$ cat config.mk
export PLATFORM = sky130hd
export DESIGN_NAME = par_write_master
export DESIGN_NICKNAME = d
export VERILOG_FILES = /design/src/rtl/par_write_master.sv
export SDC_FILE = /design/constraint.sdc
export NUM_CORES = 1
export LEC_CHECK = 0
export ABC_AREA = 1
export BUFFER_PORTS_ARGS = -buffer_cell sky130_fd_sc_hd__buf_2
export CORE_MARGIN = 2
export CORE_UTILIZATION = 55
export CTS_BUF_LIST = sky130_fd_sc_hd__clkbuf_4 sky130_fd_sc_hd__clkbuf_8
export DETAILED_ROUTE_END_ITERATION = 16
export PLACE_DENSITY = 0.91
export RECOVER_POWER = 25
export SETUP_SLACK_MARGIN = 0.2
export SLEW_MARGIN = 25
export SYNTH_ARGS = -nofsm -noshare
export SYNTH_HDL_FRONTEND = slang
export SYNTH_SLANG_ARGS = --single-unit
export TNS_END_PERCENT = 30
$ cat constraint.sdc
create_clock -name clk -period 2.3 [get_ports clk]
set_clock_uncertainty 0.05 [all_clocks]
set_input_delay 0 -clock clk [delete_from_list [all_inputs] [get_ports clk]]
set_output_delay 0 -clock clk [all_outputs]
set_load 0.01 [all_outputs]
$ cat src/rtl/par_write_master.sv
module par_write_master #(
  parameter int CLK_PS      = 5000,
  parameter int T_CYCLE_NS  = 300,
  parameter int T_WRL_NS    = 60,
  parameter int T_WRH_NS    = 60,
  parameter int T_DSU_NS    = 40,
  parameter int T_DHO_NS    = 20,
  parameter int T_ASU_NS    = 10,
  parameter int T_CSH_NS    = 20
) (
  input  logic       clk,
  input  logic       rst_n,
  input  logic       in_valid,
  output logic       in_ready,
  input  logic [7:0] in_byte,
  input  logic       in_is_data,
  output logic       bus_sel_n,
  output logic       bus_dc,
  output logic       bus_wr_n,
  output logic       bus_rd_n,
  output logic [7:0] bus_d
);

  localparam int CYC_C = (T_CYCLE_NS * 1000 + CLK_PS - 1) / CLK_PS;
  localparam int WRL_C = (T_WRL_NS * 1000 + CLK_PS - 1) / CLK_PS;
  localparam int WRH_C = (T_WRH_NS * 1000 + CLK_PS - 1) / CLK_PS;
  localparam int DSU_C = (T_DSU_NS * 1000 + CLK_PS - 1) / CLK_PS;
  localparam int DHO_C = (T_DHO_NS * 1000 + CLK_PS - 1) / CLK_PS;
  localparam int ASU_C = (T_ASU_NS * 1000 + CLK_PS - 1) / CLK_PS;
  localparam int CSH_C = (T_CSH_NS * 1000 + CLK_PS - 1) / CLK_PS;

  localparam int S_C  = ASU_C;
  localparam int L0   = (WRL_C > DSU_C - S_C) ? WRL_C : DSU_C - S_C;
  localparam int L_C  = (L0 < 1) ? 1 : L0;
  localparam int H0   = (DHO_C > CSH_C) ? DHO_C : CSH_C;
  localparam int H_C  = (H0 < 1) ? 1 : H0;
  localparam int HI_C = (WRH_C < 1) ? 1 : WRH_C;
  localparam int T0   = (CYC_C > S_C + L_C + H_C) ? CYC_C : S_C + L_C + H_C;
  localparam int T_C  = (T0 > L_C + HI_C) ? T0 : L_C + HI_C;
  localparam int PW   = $clog2(T_C + 1);

  localparam logic [PW-1:0] PH_LO  = PW'(S_C);
  localparam logic [PW-1:0] PH_HI  = PW'(S_C + L_C);
  localparam logic [PW-1:0] PH_END = PW'(T_C - 1);

  logic          busy, busy_nx;
  logic [PW-1:0] ph, ph_nx;
  logic          take;

  assign in_ready = !busy || (ph == PH_END);
  assign take     = in_valid && in_ready;
  assign bus_rd_n = 1'b1;

  always_comb begin
    busy_nx = busy;
    ph_nx   = ph;
    if (take) begin
      busy_nx = 1'b1;
      ph_nx   = '0;
    end else if (busy && ph == PH_END) begin
      busy_nx = 1'b0;
      ph_nx   = '0;
    end else if (busy) begin
      ph_nx = ph + 1'b1;
    end
  end

  always_ff @(posedge clk) begin
    if (!rst_n) begin
      busy      <= 1'b0;
      ph        <= '0;
      bus_sel_n <= 1'b1;
      bus_wr_n  <= 1'b1;
      bus_dc    <= 1'b1;
      bus_d     <= '0;
    end else begin
      busy      <= busy_nx;
      ph        <= ph_nx;
      bus_sel_n <= !busy_nx;
      bus_wr_n  <= !(busy_nx && ph_nx >= PH_LO && ph_nx < PH_HI);
      if (take) begin
        bus_d  <= in_byte;
        bus_dc <= in_is_data;
      end
    end
  end

  a_r1_reset_idle: assert property (@(posedge clk)
    !rst_n |=> bus_wr_n && bus_sel_n && bus_rd_n);

  a_r3_wr_under_cs: assert property (@(posedge clk) disable iff (!rst_n)
    !bus_wr_n |-> !bus_sel_n);

  a_r4_low_phase_min: assert property (@(posedge clk) disable iff (!rst_n)
    (L_C > 1) && $fell(bus_wr_n) |=> !bus_wr_n);

  a_r5_bus_stable_low: assert property (@(posedge clk) disable iff (!rst_n)
    !bus_wr_n && $past(!bus_wr_n) |-> $stable(bus_d) && $stable(bus_dc));

  a_r6_cs_after_rise: assert property (@(posedge clk) disable iff (!rst_n)
    $rose(bus_wr_n) |-> !bus_sel_n);

  a_r7_no_take_while_low: assert property (@(posedge clk) disable iff (!rst_n)
    !bus_wr_n |-> !in_ready);

endmodule

Yosys cells after proc, flatten, opt, wreduce, memory -nomap -nowiden
Index checks and enable logic that the tools add are counted.

word-level totals
  input bits = 12
  flip-flop bits (word level) = 18

cells by class
  magnitude comparators = 2
  reductions and logical operators = 8
  equal/unequal tests = 1
  multiplexer cells = 5
  $add $sub $neg = 1

operators with widths
  cell                 number
  $mux 6               3
  $add 6x1->6 const B  1
  $eq 6x6->1 const B   1
  $ge 6x2->1 const B   1
  $lt 6x4->1 const B   1
  $logic_and 1x1->1    4
  $logic_not 1->1      3
  $mux 1               2
  $logic_or 1x1->1     1

Depth between registers and ports, before layout
Gate-level depths: netlist of run 1.

  depth after elaboration = 8
  depth in mapped cells = 11

Worst setup path after synthesis of run 1
No wires, ideal clock.

  kind = reg2reg
  start = register ph[0]
  end = register ph[0]
  library setup time = 0.072 ns
  clock period less this slack = 1.290 ns
  cell stages (with the launch flop) = 10
  slack = 1.010 ns
  data arrival time = 1.168 ns
  data required time = 2.178 ns
  path through = dfxtp_1 > ha_1 > nand2_1 > inv_1 > nand2_2 > nand2_4 > nand2_4 > buf_6 > nand2_1 > nor3b_2

on the way
  word-level cells in the longest chain between the ends = 4
  elaborated cells on any way between the ends = 8

RTL lines
  element                                             line        source
  from (decl)                                         47          logic [PW-1:0] ph, ph_nx;
  from (signal assigned)                              78          ph <= ph_nx;
  $add 6x1->6 / $eq 6x6->1 (equally long branches)    64, 50, 60
  $mux 6 (tied with other cells)                      63          end else if (busy) begin
  $mux 6 / $logic_and 1x1->1 (equally long branches)  60, 51
  $mux 6 (*)                                          57          if (take) begin

Mark *: on every way between the ends. The rest lies on a longest branch, timed or not.
A chain may end at the register's enable or synchronous reset.

Worst setup path after layout of run 1
  start = register ph[1]
  end = register bus_dc

on the way
  word-level cells in the longest chain between the ends = 3

RTL lines
  element               line  source
  $eq 6x6->1            50    assign in_ready = !busy || (ph == PH_END);
  $logic_or 1x1->1      50
  $logic_and 1x1->1     51    assign take = in_valid && in_ready;
  to (signal assigned)  83    bus_dc <= in_is_data;
  to (decl)             18    output logic bus_dc,

No other way between the ends.

==> flow_summary.json, run 1 <==
{
  "status": "finished, final reports clean",
  "initial_core_util": 0.567,
  "grt_overflow_total": 0,
  "crit_path_start": "ph[1]",
  "fmax_mhz": 518,
  "die_x_um": 43.0,
  "final_cell_mix": "31 x nand2_1, 18 x dfxtp_1, 16 x buf_2, 15 x nand3_1, 13 x inv_1",
  "io_pins": 25,
  "ant_nets": 0,
  "worstReg2RegStart": "ph[1]",
  "wl_per_cell_um": 12.8,
  "combPwrFrac": 0.154,
  "cp_num_cells": 9,
  "clkTransAtPathRegs_ps": 90,
  "core_area_sq_mm": 0.00147,
  "syn-num-nets": 127,
  "vdd_drop_max_uv": 423,
  "final_common_cell": "nand2_1",
  "wl_um": 2070,
  "clock_latency_ps": 290,
  "grt_pass1_wl_um": 3460,
  "synth_cell_types": 21,
  "place_congestion": 0.739,
  "critPathMaxStageDelay_ps": 550,
  "period_share": 0.839,
  "nNetsFinal": 160,
  "die_y_um": 43.0,
  "reg2reg_to": "bus_dc",
  "cp_slowest_cell": "dlygate4sd3_1",
  "fin_hold_ws_ps": 43.1,
  "hp-class": "in2reg",
  "r2r_cells": 9,
  "netlist_area_sq_um": 835,
  "path_class": "reg2reg",
  "p_leak_nw": 0.487,
  "fillers": 125,
  "drc_errors": 0,
  "cts_tree": "done",
  "via_count": 830,
  "arrival_ps": 2060,
  "hold_violations": 0,
  "cp_cell_sequence": "ha_1 -> nand2_1 -> inv_1 -> nand2_2 -> nand2_4 -> nand2_4 -> nand2_1 -> nand3_1 -> dlygate4sd3_1",
  "synth-seq-cells": 18,
  "crit_buf_inv": 2,
  "place_hpwl_um": 1320,
  "track_usage": 0.253,
  "antennaDiodeCount": 0,
  "antenna_found_initial": 0,
  "finalSetupViolations": 0,
  "switching_share": 0.258,
  "viasPerCell": 5.16,
  "cts_buffer_depth": 2,
  "first_global_vias": 797,
  "die_area_sq_mm": 0.00185,
  "firstDrtPassIters": 4,
  "end_kind": "flop",
  "slew_violations": 0,
  "syn_inst": 114,
  "crit_path_end": "bus_dc",
  "tns_ps": 0,
  "seqPwrFrac": 0.585,
  "clockRootBuffer": "clkbuf_4",
  "avgSynthCellArea_sq_um": 7.32,
  "rsz0062_at_grt": "no",
  "power.share.clock": 0.261,
  "crit_required_ps": 2430,
  "intPower_w": 0.000425,
  "drive_gt1_frac": 0.193,
  "grt_max_degree": 15,
  "period_needed_ps": 1930,
  "clock-sinks": 18,
  "yosysSeqAreaShare": 0.432,
  "maxCapViolCount": 0,
  "regToRegSetupSlack_ps": 370,
  "p_sw_w": 0.000147,
  "powerDensity_mw_per_mm2": 548,
  "regArea_sq_um": 360,
  "crit_fanout": 14,
  "cts_made_buffers": 3,
  "ys_warn_count": 0,
  "multi_input_area_sq_um": 387,
  "io_buffer_count": 23,
  "cts_htree_levels": 1,
  "crit_family": "buffers and inverters",
  "num_rows": 14,
  "critPathLaunchType": "flop",
  "first_iter_violations": 18,
  "cts_resized": 0,
  "syn_to_final_growth_pct": 25.2
}
cells in the mapped netlist:
| cell | n | area, sq um |
|---|---|---|
| clkbuf_1 | 1 | 3.75 |
| o21ai_0 | 1 | 5.00 |
| nand2_4 | 2 | 22.5 |
| nand4_1 | 1 | 6.26 |
| nor2_2 | 3 | 18.8 |
| xnor2_1 | 1 | 8.76 |
| nor2_1 | 5 | 18.8 |
| dfxtp_1 | 18 | 360 |
| nand2_2 | 3 | 18.8 |
| nor3b_2 | 1 | 12.5 |
| buf_2 | 1 | 5.00 |
| nand2_1 | 31 | 116 |
| conb_1 | 1 | 3.75 |
| buf_6 | 2 | 22.5 |
| nor3_1 | 2 | 10.0 |
| nand3_1 | 15 | 75.1 |
| o21bai_1 | 1 | 7.51 |
| ha_1 | 1 | 12.5 |
| buf_4 | 1 | 7.51 |
| inv_1 | 13 | 48.8 |
| a21oi_1 | 10 | 50.1 |
logic make-up (layout without fill, tap and decap cells):
group / Yosys count / after routing / synth area share
xor gates and xnor gates: 1 / 1 / 0.0105
other: 1 / 1 / 0.00449
DFF: 18 / 18 / 0.432
buffers and inverters: 18 / 49 / 0.105
AOI/OAI and AO/OA: 12 / 12 / 0.0750
adders and majority gates: 1 / 1 / 0.0150
and+or+nand+nor: 63 / 63 / 0.358
worst min-delay path, stage by stage:
cell and delay, ps:
buf_2 180, nand3_1 110, a21oi_1 60
power by group through the flow:
| stage | Sequential [W] | Clock, W | Combinational [W] |
|---|---|---|---|
| after floorplan | 0.000346 | 0 | 0.0000451 |
| after global placement | 0.000341 | 0 | 0.0000703 |
| after detailed placement | 0.000342 | 0 | 0.0000725 |
| after CTS | 0.000334 | 0.000151 | 0.0000862 |
| after global routing | 0.000336 | 0.000166 | 0.0000973 |
| final | 0.000335 | 0.000149 | 0.0000881 |
timing repair:
item	CTS	global route
setup buffers	0	0
hold buffers	10	0
setup endpoints to repair	0	0
hold endpoints to repair	13	0
per-stage QoR:
stage | utilization | setup WS, ps | area, sq um | power, W | std cells
floorplan | - | 1010 | 835 | 0.000391 | 114
global placement | 0.633 | 878 | 931 | 0.000411 | 148
detailed placement | 0.633 | 776 | 931 | 0.000414 | 148
CTS | 0.716 | 377 | 1050 | 0.000572 | 161
global route | 0.710 | 201 | 1040 | 0.000599 | 161
finish | 0.710 | 370 | 1040 | 0.000572 | 161
worst min path at each step:
stage,end,start,slack [ps],depth (start not counted)
floorplan,bus_dc,rst_n,30,1
global placement,bus_dc,rst_n,180,2
detailed placement,bus_dc,rst_n,190,2
CTS,bus_d[3],in_valid,30,3
global route,bus_d[7],in_valid,80,3
finish,bus_d[5],in_valid,40,3
registers in the layout, summed over array words and instances, names as in the netlist:
register,count
bus_d,8
ph,6
bus_wr_n,1
bus_dc,1
bus_sel_n,1
busy,1
area by class of cell:
type,count,share of cell area
clock buffers,3,0.0216
inverters,13,0.0467
multi-input cells,78,0.370
flip-flops and latches,18,0.345
well taps,16,0.0192
repair buffers,33,0.198
layer usage:
| metal | share of wire | routed length (um) | vias up | GRT usage |
|---|---|---|---|---|
| li1 | - | - | 422 | - |
| met1 | 0.40 | 831 | 378 | 0.303 |
| met2 | 0.53 | 1100 | 26 | 0.448 |
| met3 | 0.048 | 100 | 4 | 0.0426 |
| met4 | 0.016 | 33 | 0 | 0.0909 |
| met5 | 0 | 0 | - | 0 |
(Power assumes the default switching activity.)
==> inputs of run 2 (changes only) <==
- CORE_UTILIZATION: 55 -> 47
- PLACE_DENSITY: 0.91 -> 0.84
- clock period: 2.3 -> 1.55 ns (I/O delays scaled with it)
==> flow_summary.json, run 2 (synthesized netlist as in run 1, its figures left out) <==
{
  "largest_reg_flops": 8,
  "detailedPlace.worstSlack_ps": 16.9,
  "period_share": 0.897,
  "clkTransAtPathRegs_ps": 110,
  "intPower_w": 0.000694,
  "path_class": "reg2reg",
  "worstReg2RegStart": "ph[1]",
  "hold_violations": 0,
  "ant_nets": 0,
  "cts_buffer_depth": 2,
  "power.share.clock": 0.316,
  "regArea_sq_um": 375,
  "p_leak_nw": 0.543,
  "regToRegSetupSlack_ps": 160,
  "r2r_cells": 11,
  "wl_per_cell_um": 15.1,
  "cts_made_buffers": 3,
  "cp_cell_sequence": "ha_4 -> nand2_2 -> inv_2 -> nand2_4 -> nor2_1 -> nor2_2 -> nand2_2 -> nand2_1 -> nand2_1 -> nand2_1 -> nand2_1",
  "syn_to_final_growth_pct": 44.8,
  "initial_core_util": 0.494,
  "die_area_sq_mm": 0.00213,
  "final_cell_mix": "26 x nand2_1, 16 x buf_2, 13 x nand3_1, 12 x dfxtp_1, 11 x inv_1",
  "antenna_found_initial": 0,
  "slew_violations": 0,
  "crit_path_start": "ph[1]",
  "tns_ps": 0,
  "core_area_sq_mm": 0.00169,
  "hp-class": "in2reg",
  "cts_htree_levels": 1,
  "maxCapViolCount": 0,
  "finalSetupViolations": 0,
  "wl_um": 2560,
  "drc_errors": 0,
  "status": "finished, final reports clean",
  "switching_share": 0.279,
  "powerDensity_mw_per_mm2": 797,
  "io_buffer_count": 23,
  "crit_fanout": 4,
  "die_x_um": 46.1,
  "clock-sinks": 18,
  "drive_gt1_frac": 0.359,
  "layout_setup_ws_ps": 160,
  "critPathLaunchType": "flop",
  "place_congestion": 0.796,
  "clock_latency_ps": 310,
  "reg2reg_to": "bus_wr_n",
  "antennaDiodeCount": 0,
  "fmax_mhz": 720,
  "cts_tree": "done",
  "die_y_um": 46.1,
  "clockRootBuffer": "clkbuf_4",
  "end_kind": "flop",
  "multi_input_area_sq_um": 483,
  "cp_common_cell": "nand2_1",
  "firstDrtPassIters": 4,
  "final_common_cell": "nand2_1",
  "crit_required_ps": 1720,
  "period_needed_ps": 1390,
  "first_iter_violations": 40,
  "viasPerCell": 5.45,
  "via_count": 927,
  "io_pins": 25,
  "track_usage": 0.252,
  "largest_register": "bus_d",
  "critPathMaxStageDelay_ps": 380,
  "place_hpwl_um": 1260,
  "num_rows": 15,
  "p_sw_w": 0.000268,
  "grt_max_degree": 13,
  "top_regs": "bus_d x8, ph x6",
  "nNetsFinal": 167,
  "rsz0062_at_grt": "yes",
  "grt_pass1_wl_um": 3710,
  "seqPwrFrac": 0.518,
  "grt_overflow_total": 0,
  "first_global_vias": 881,
  "fillers": 115,
  "combPwrFrac": 0.166,
  "crit_path_end": "bus_wr_n",
  "post-route-util": 0.716,
  "cp_slowest_cell": "dfxtp_4",
  "vdd_drop_max_uv": 745,
  "arrival_ps": 1560
}
## run 2: changes by cell type in the layout (fill, tap and decap cells not counted), sizes merged
cell | previous run | this run
buf | 16 | 21
nand2 | 36 | 38
clkbuf | 10 | 11
## run 2: timing repair
item,4_1_cts,5_1_grt
endpoints found under the setup margin,17,14
gates resized for setup,11,18
setup buffers,4,1
hold endpoints to repair,14,0
pin swaps,3,5
hold buffers,10,0
gates cloned,2,0
## run 2: per-layer routing
metal	vias to the layer above	share of wire	GRT usage
met3	11	0.061	0.0549
met4	0	0.034	0.166
met5	-	0	0
met1	420	0.38	0.269
li1	444	-	-
met2	52	0.52	0.439
## run 2: final cells by class
type,instances,area share
Clock buffer,4,0.0300
Inverter,13,0.0404
Multi-Input combinational cell,80,0.400
Sequential cell,18,0.311
Tap cell,17,0.0176
Timing Repair Buffer,38,0.202
## run 2: worst min path at each step
| stage | from | to | slack, ps | cells after the start |
|---|---|---|---|---|
| after CTS | in_valid | bus_d[5] | 50 | 3 |
| after detailed placement | rst_n | bus_dc | 170 | 2 |
| final | in_valid | bus_d[0] | 70 | 3 |
| after global routing | in_valid | bus_d[5] | 80 | 3 |
| after floorplan | rst_n | bus_dc | 30 | 1 |
| after global placement | rst_n | bus_dc | 170 | 2 |
## run 2: through the flow
stage                     hold slack [ps]  power (W)  cell area [sq um]  std cells
after floorplan                      34.1   0.000581                835        114
after global placement                175   0.000611                932        149
after detailed placement              175   0.000615                932        149
after CTS                            51.4   0.000939               1150        169
after global routing                 76.5   0.000985               1210        170
final                                66.7   0.000963               1210        170
## run 2: power groups by stage
stage | combinational (W) | sequential, W | clock (W)
3_3_place_gp | 0.000105 | 0.000506 | 0
6_report | 0.000160 | 0.000498 | 0.000304
5_1_grt | 0.000172 | 0.000500 | 0.000314
3_5_place_dp | 0.000108 | 0.000507 | 0
4_1_cts | 0.000144 | 0.000498 | 0.000297
2_1_floorplan | 0.0000669 | 0.000514 | 0
## run 2: worst max-delay path, delay by kind of cell (launching register included)
kind	cells	cell delay [ps]
fa+ha+maj	1	160
buf+inv	1	60
flops	1	380
simple gates	9	660
==> inputs of run 3 (changes only) <==
--- a/config.mk
+++ b/config.mk
@@ -12,5 +12,5 @@
 export CTS_BUF_LIST = sky130_fd_sc_hd__clkbuf_4 sky130_fd_sc_hd__clkbuf_8
 export DETAILED_ROUTE_END_ITERATION = 16
-export PLACE_DENSITY = 0.84
+export PLACE_DENSITY = 0.77
 export RECOVER_POWER = 25
 export SETUP_SLACK_MARGIN = 0.2
==> constraint.sdc (replaced) <==
create_clock -name clk -period 1.55 [get_ports clk]
set_clock_uncertainty 0.05 [all_clocks]
set_input_delay 0.465 -clock clk [delete_from_list [all_inputs] [get_ports clk]]
set_output_delay 0.465 -clock clk [all_outputs]
set_load 0.01 [all_outputs]
==> flow_summary.json, run 3 (synthesized netlist as in run 1, its figures left out) <==
{
  "io_buffer_count": 23,
  "rsz0062_at_grt": "yes",
  "period_needed_ps": 1660,
  "antenna_found_initial": 0,
  "cp_slowest_cell": "dfxtp_4",
  "num_rows": 15,
  "p_leak_nw": 0.566,
  "vdd_drop_max_uv": 691,
  "maxCapViolCount": 0,
  "clockRootBuffer": "clkbuf_4",
  "cts_made_buffers": 3,
  "hp-class": "in2reg",
  "top_regs": "bus_d x8, ph x6",
  "multi_input_area_sq_um": 487,
  "arrival_ps": 1140,
  "crit_fanout": 2,
  "wl_um": 2250,
  "switching_share": 0.261,
  "core_area_sq_mm": 0.00169,
  "firstDrtPassIters": 4,
  "wl_per_cell_um": 13.4,
  "clock-sinks": 18,
  "cts_buffer_depth": 2,
  "final_cell_mix": "23 x nand2_1, 17 x buf_2, 14 x nand3_1, 13 x dfxtp_1, 11 x inv_1",
  "grt_overflow_total": 0,
  "crit_required_ps": 1030,
  "critPathLaunchType": "flop",
  "final_common_cell": "nand2_1",
  "largest_register": "bus_d",
  "p_total_w": 0.000951,
  "detailedPlace.worstSlack_ps": 106,
  "regArea_sq_um": 372,
  "largest_reg_flops": 8,
  "ant_nets": 0,
  "drive_gt1_frac": 0.457,
  "slew_violations": 0,
  "viasPerCell": 5.20,
  "track_usage": 0.189,
  "p_sw_w": 0.000248,
  "io_pins": 25,
  "fmax_mhz": 604,
  "final_cell_area_sq_mm": 0.00121,
  "combPwrFrac": 0.182,
  "critPathMaxStageDelay_ps": 360,
  "violations": "negative setup slack",
  "initial_core_util": 0.494,
  "cp_common_cell": "nand2_4",
  "status": "complete, but fails checks",
  "place_hpwl_um": 1290,
  "clkTransAtPathRegs_ps": 100,
  "powerDensity_mw_per_mm2": 788,
  "place_congestion": 0.806,
  "path_class": "reg2out",
  "ctsHoldBuffers": 0,
  "drc_errors": 0,
  "die_y_um": 46.1,
  "finalSetupViolations": 2,
  "fillers": 141,
  "nNetsFinal": 165,
  "layout_setup_ws_ps": -107,
  "power.share.clock": 0.297,
  "clock_latency_ps": 290,
  "cts_htree_levels": 1,
  "first_iter_violations": 15,
  "period_share": 1.07,
  "hold_violations": 0,
  "syn_to_final_growth_pct": 44.7,
  "grt_max_degree": 15,
  "post-route-util": 0.715,
  "tns_ps": -129,
  "intPower_w": 0.000703,
  "seqPwrFrac": 0.521,
  "first_global_vias": 680,
  "cts_tree": "done",
  "place_area_sq_um": 955,
  "die_x_um": 46.1,
  "regToRegSetupSlack_ps": -20,
  "end_kind": "output port",
  "antennaDiodeCount": 0,
  "cp_cell_sequence": "ha_4 -> nand2_2 -> inv_2 -> nand2_4 -> nand2_4 -> buf_6",
  "die_area_sq_mm": 0.00213,
  "via_count": 873,
  "grt_pass1_wl_um": 2890
}
## run 3: cell count changes in the layout (fill, tap and decap cells not counted), sizes merged
cell,before,now
buf,21,32
dlygate4sd3,10,0
clkbuf,11,9
nand2,38,37
## run 3: worst max-delay path: cells and delay by family, from the launching register on
family / cells / cell delay (ps)
adders and majority gates: 1 / 150
buffers and inverters: 2 / 170
DFF: 1 / 360
and+or+nand+nor: 3 / 170
## run 3: path summary, 6_finish.rpt
path	to	startpoint	cells after the start
hold reg to reg	bus_d[2]	bus_d[2]	2
setup reg to reg	bus_d[6]	ph[3]	9
setup / recovery	in_ready	ph[1]	6
hold / removal	bus_dc	rst_n	2
## run 3: what timing repair did
| item | CTS | global route |
|---|---|---|
| cloned | 0 | 1 |
| gates resized for setup | 11 | 25 |
| buffers inserted | 4 | 9 |
| pin swaps | 1 | 8 |
| setup endpoints to repair | 2 | 19 |
## run 3: cell type report
class                      instances  share of cell area
timing repair buffer              37               0.201
tap                               17              0.0176
inverter                          13              0.0404
clock buffer                       4              0.0301
multi-input combinational         79               0.403
sequential                        18               0.308
## run 3: power by group through the flow
stage	Clock [W]	Sequential (W)	Combinational, W
after CTS	0.000292	0.000495	0.000128
after detailed placement	0	0.000508	0.000112
after global routing	0.000310	0.000499	0.000187
after global placement	0	0.000507	0.000109
after floorplan	0	0.000515	0.0000675
final	0.000282	0.000496	0.000173
## run 3: routing by layer
metal / wire, um / vias to the layer above / GRT usage
li1: - / 435 / -
met1: 917 / 413 / 0.228
met2: 1200 / 21 / 0.322
met3: 93 / 4 / 0.0471
met4: 39 / 0 / 0.0686
met5: 0 / - / 0
## run 3: through the flow
stage / instances / hold slack [ps]
after floorplan: 114 / 433
after global placement: 150 / 391
after detailed placement: 150 / 390
after CTS: 158 / 336
after global routing: 168 / 362
final: 168 / 358
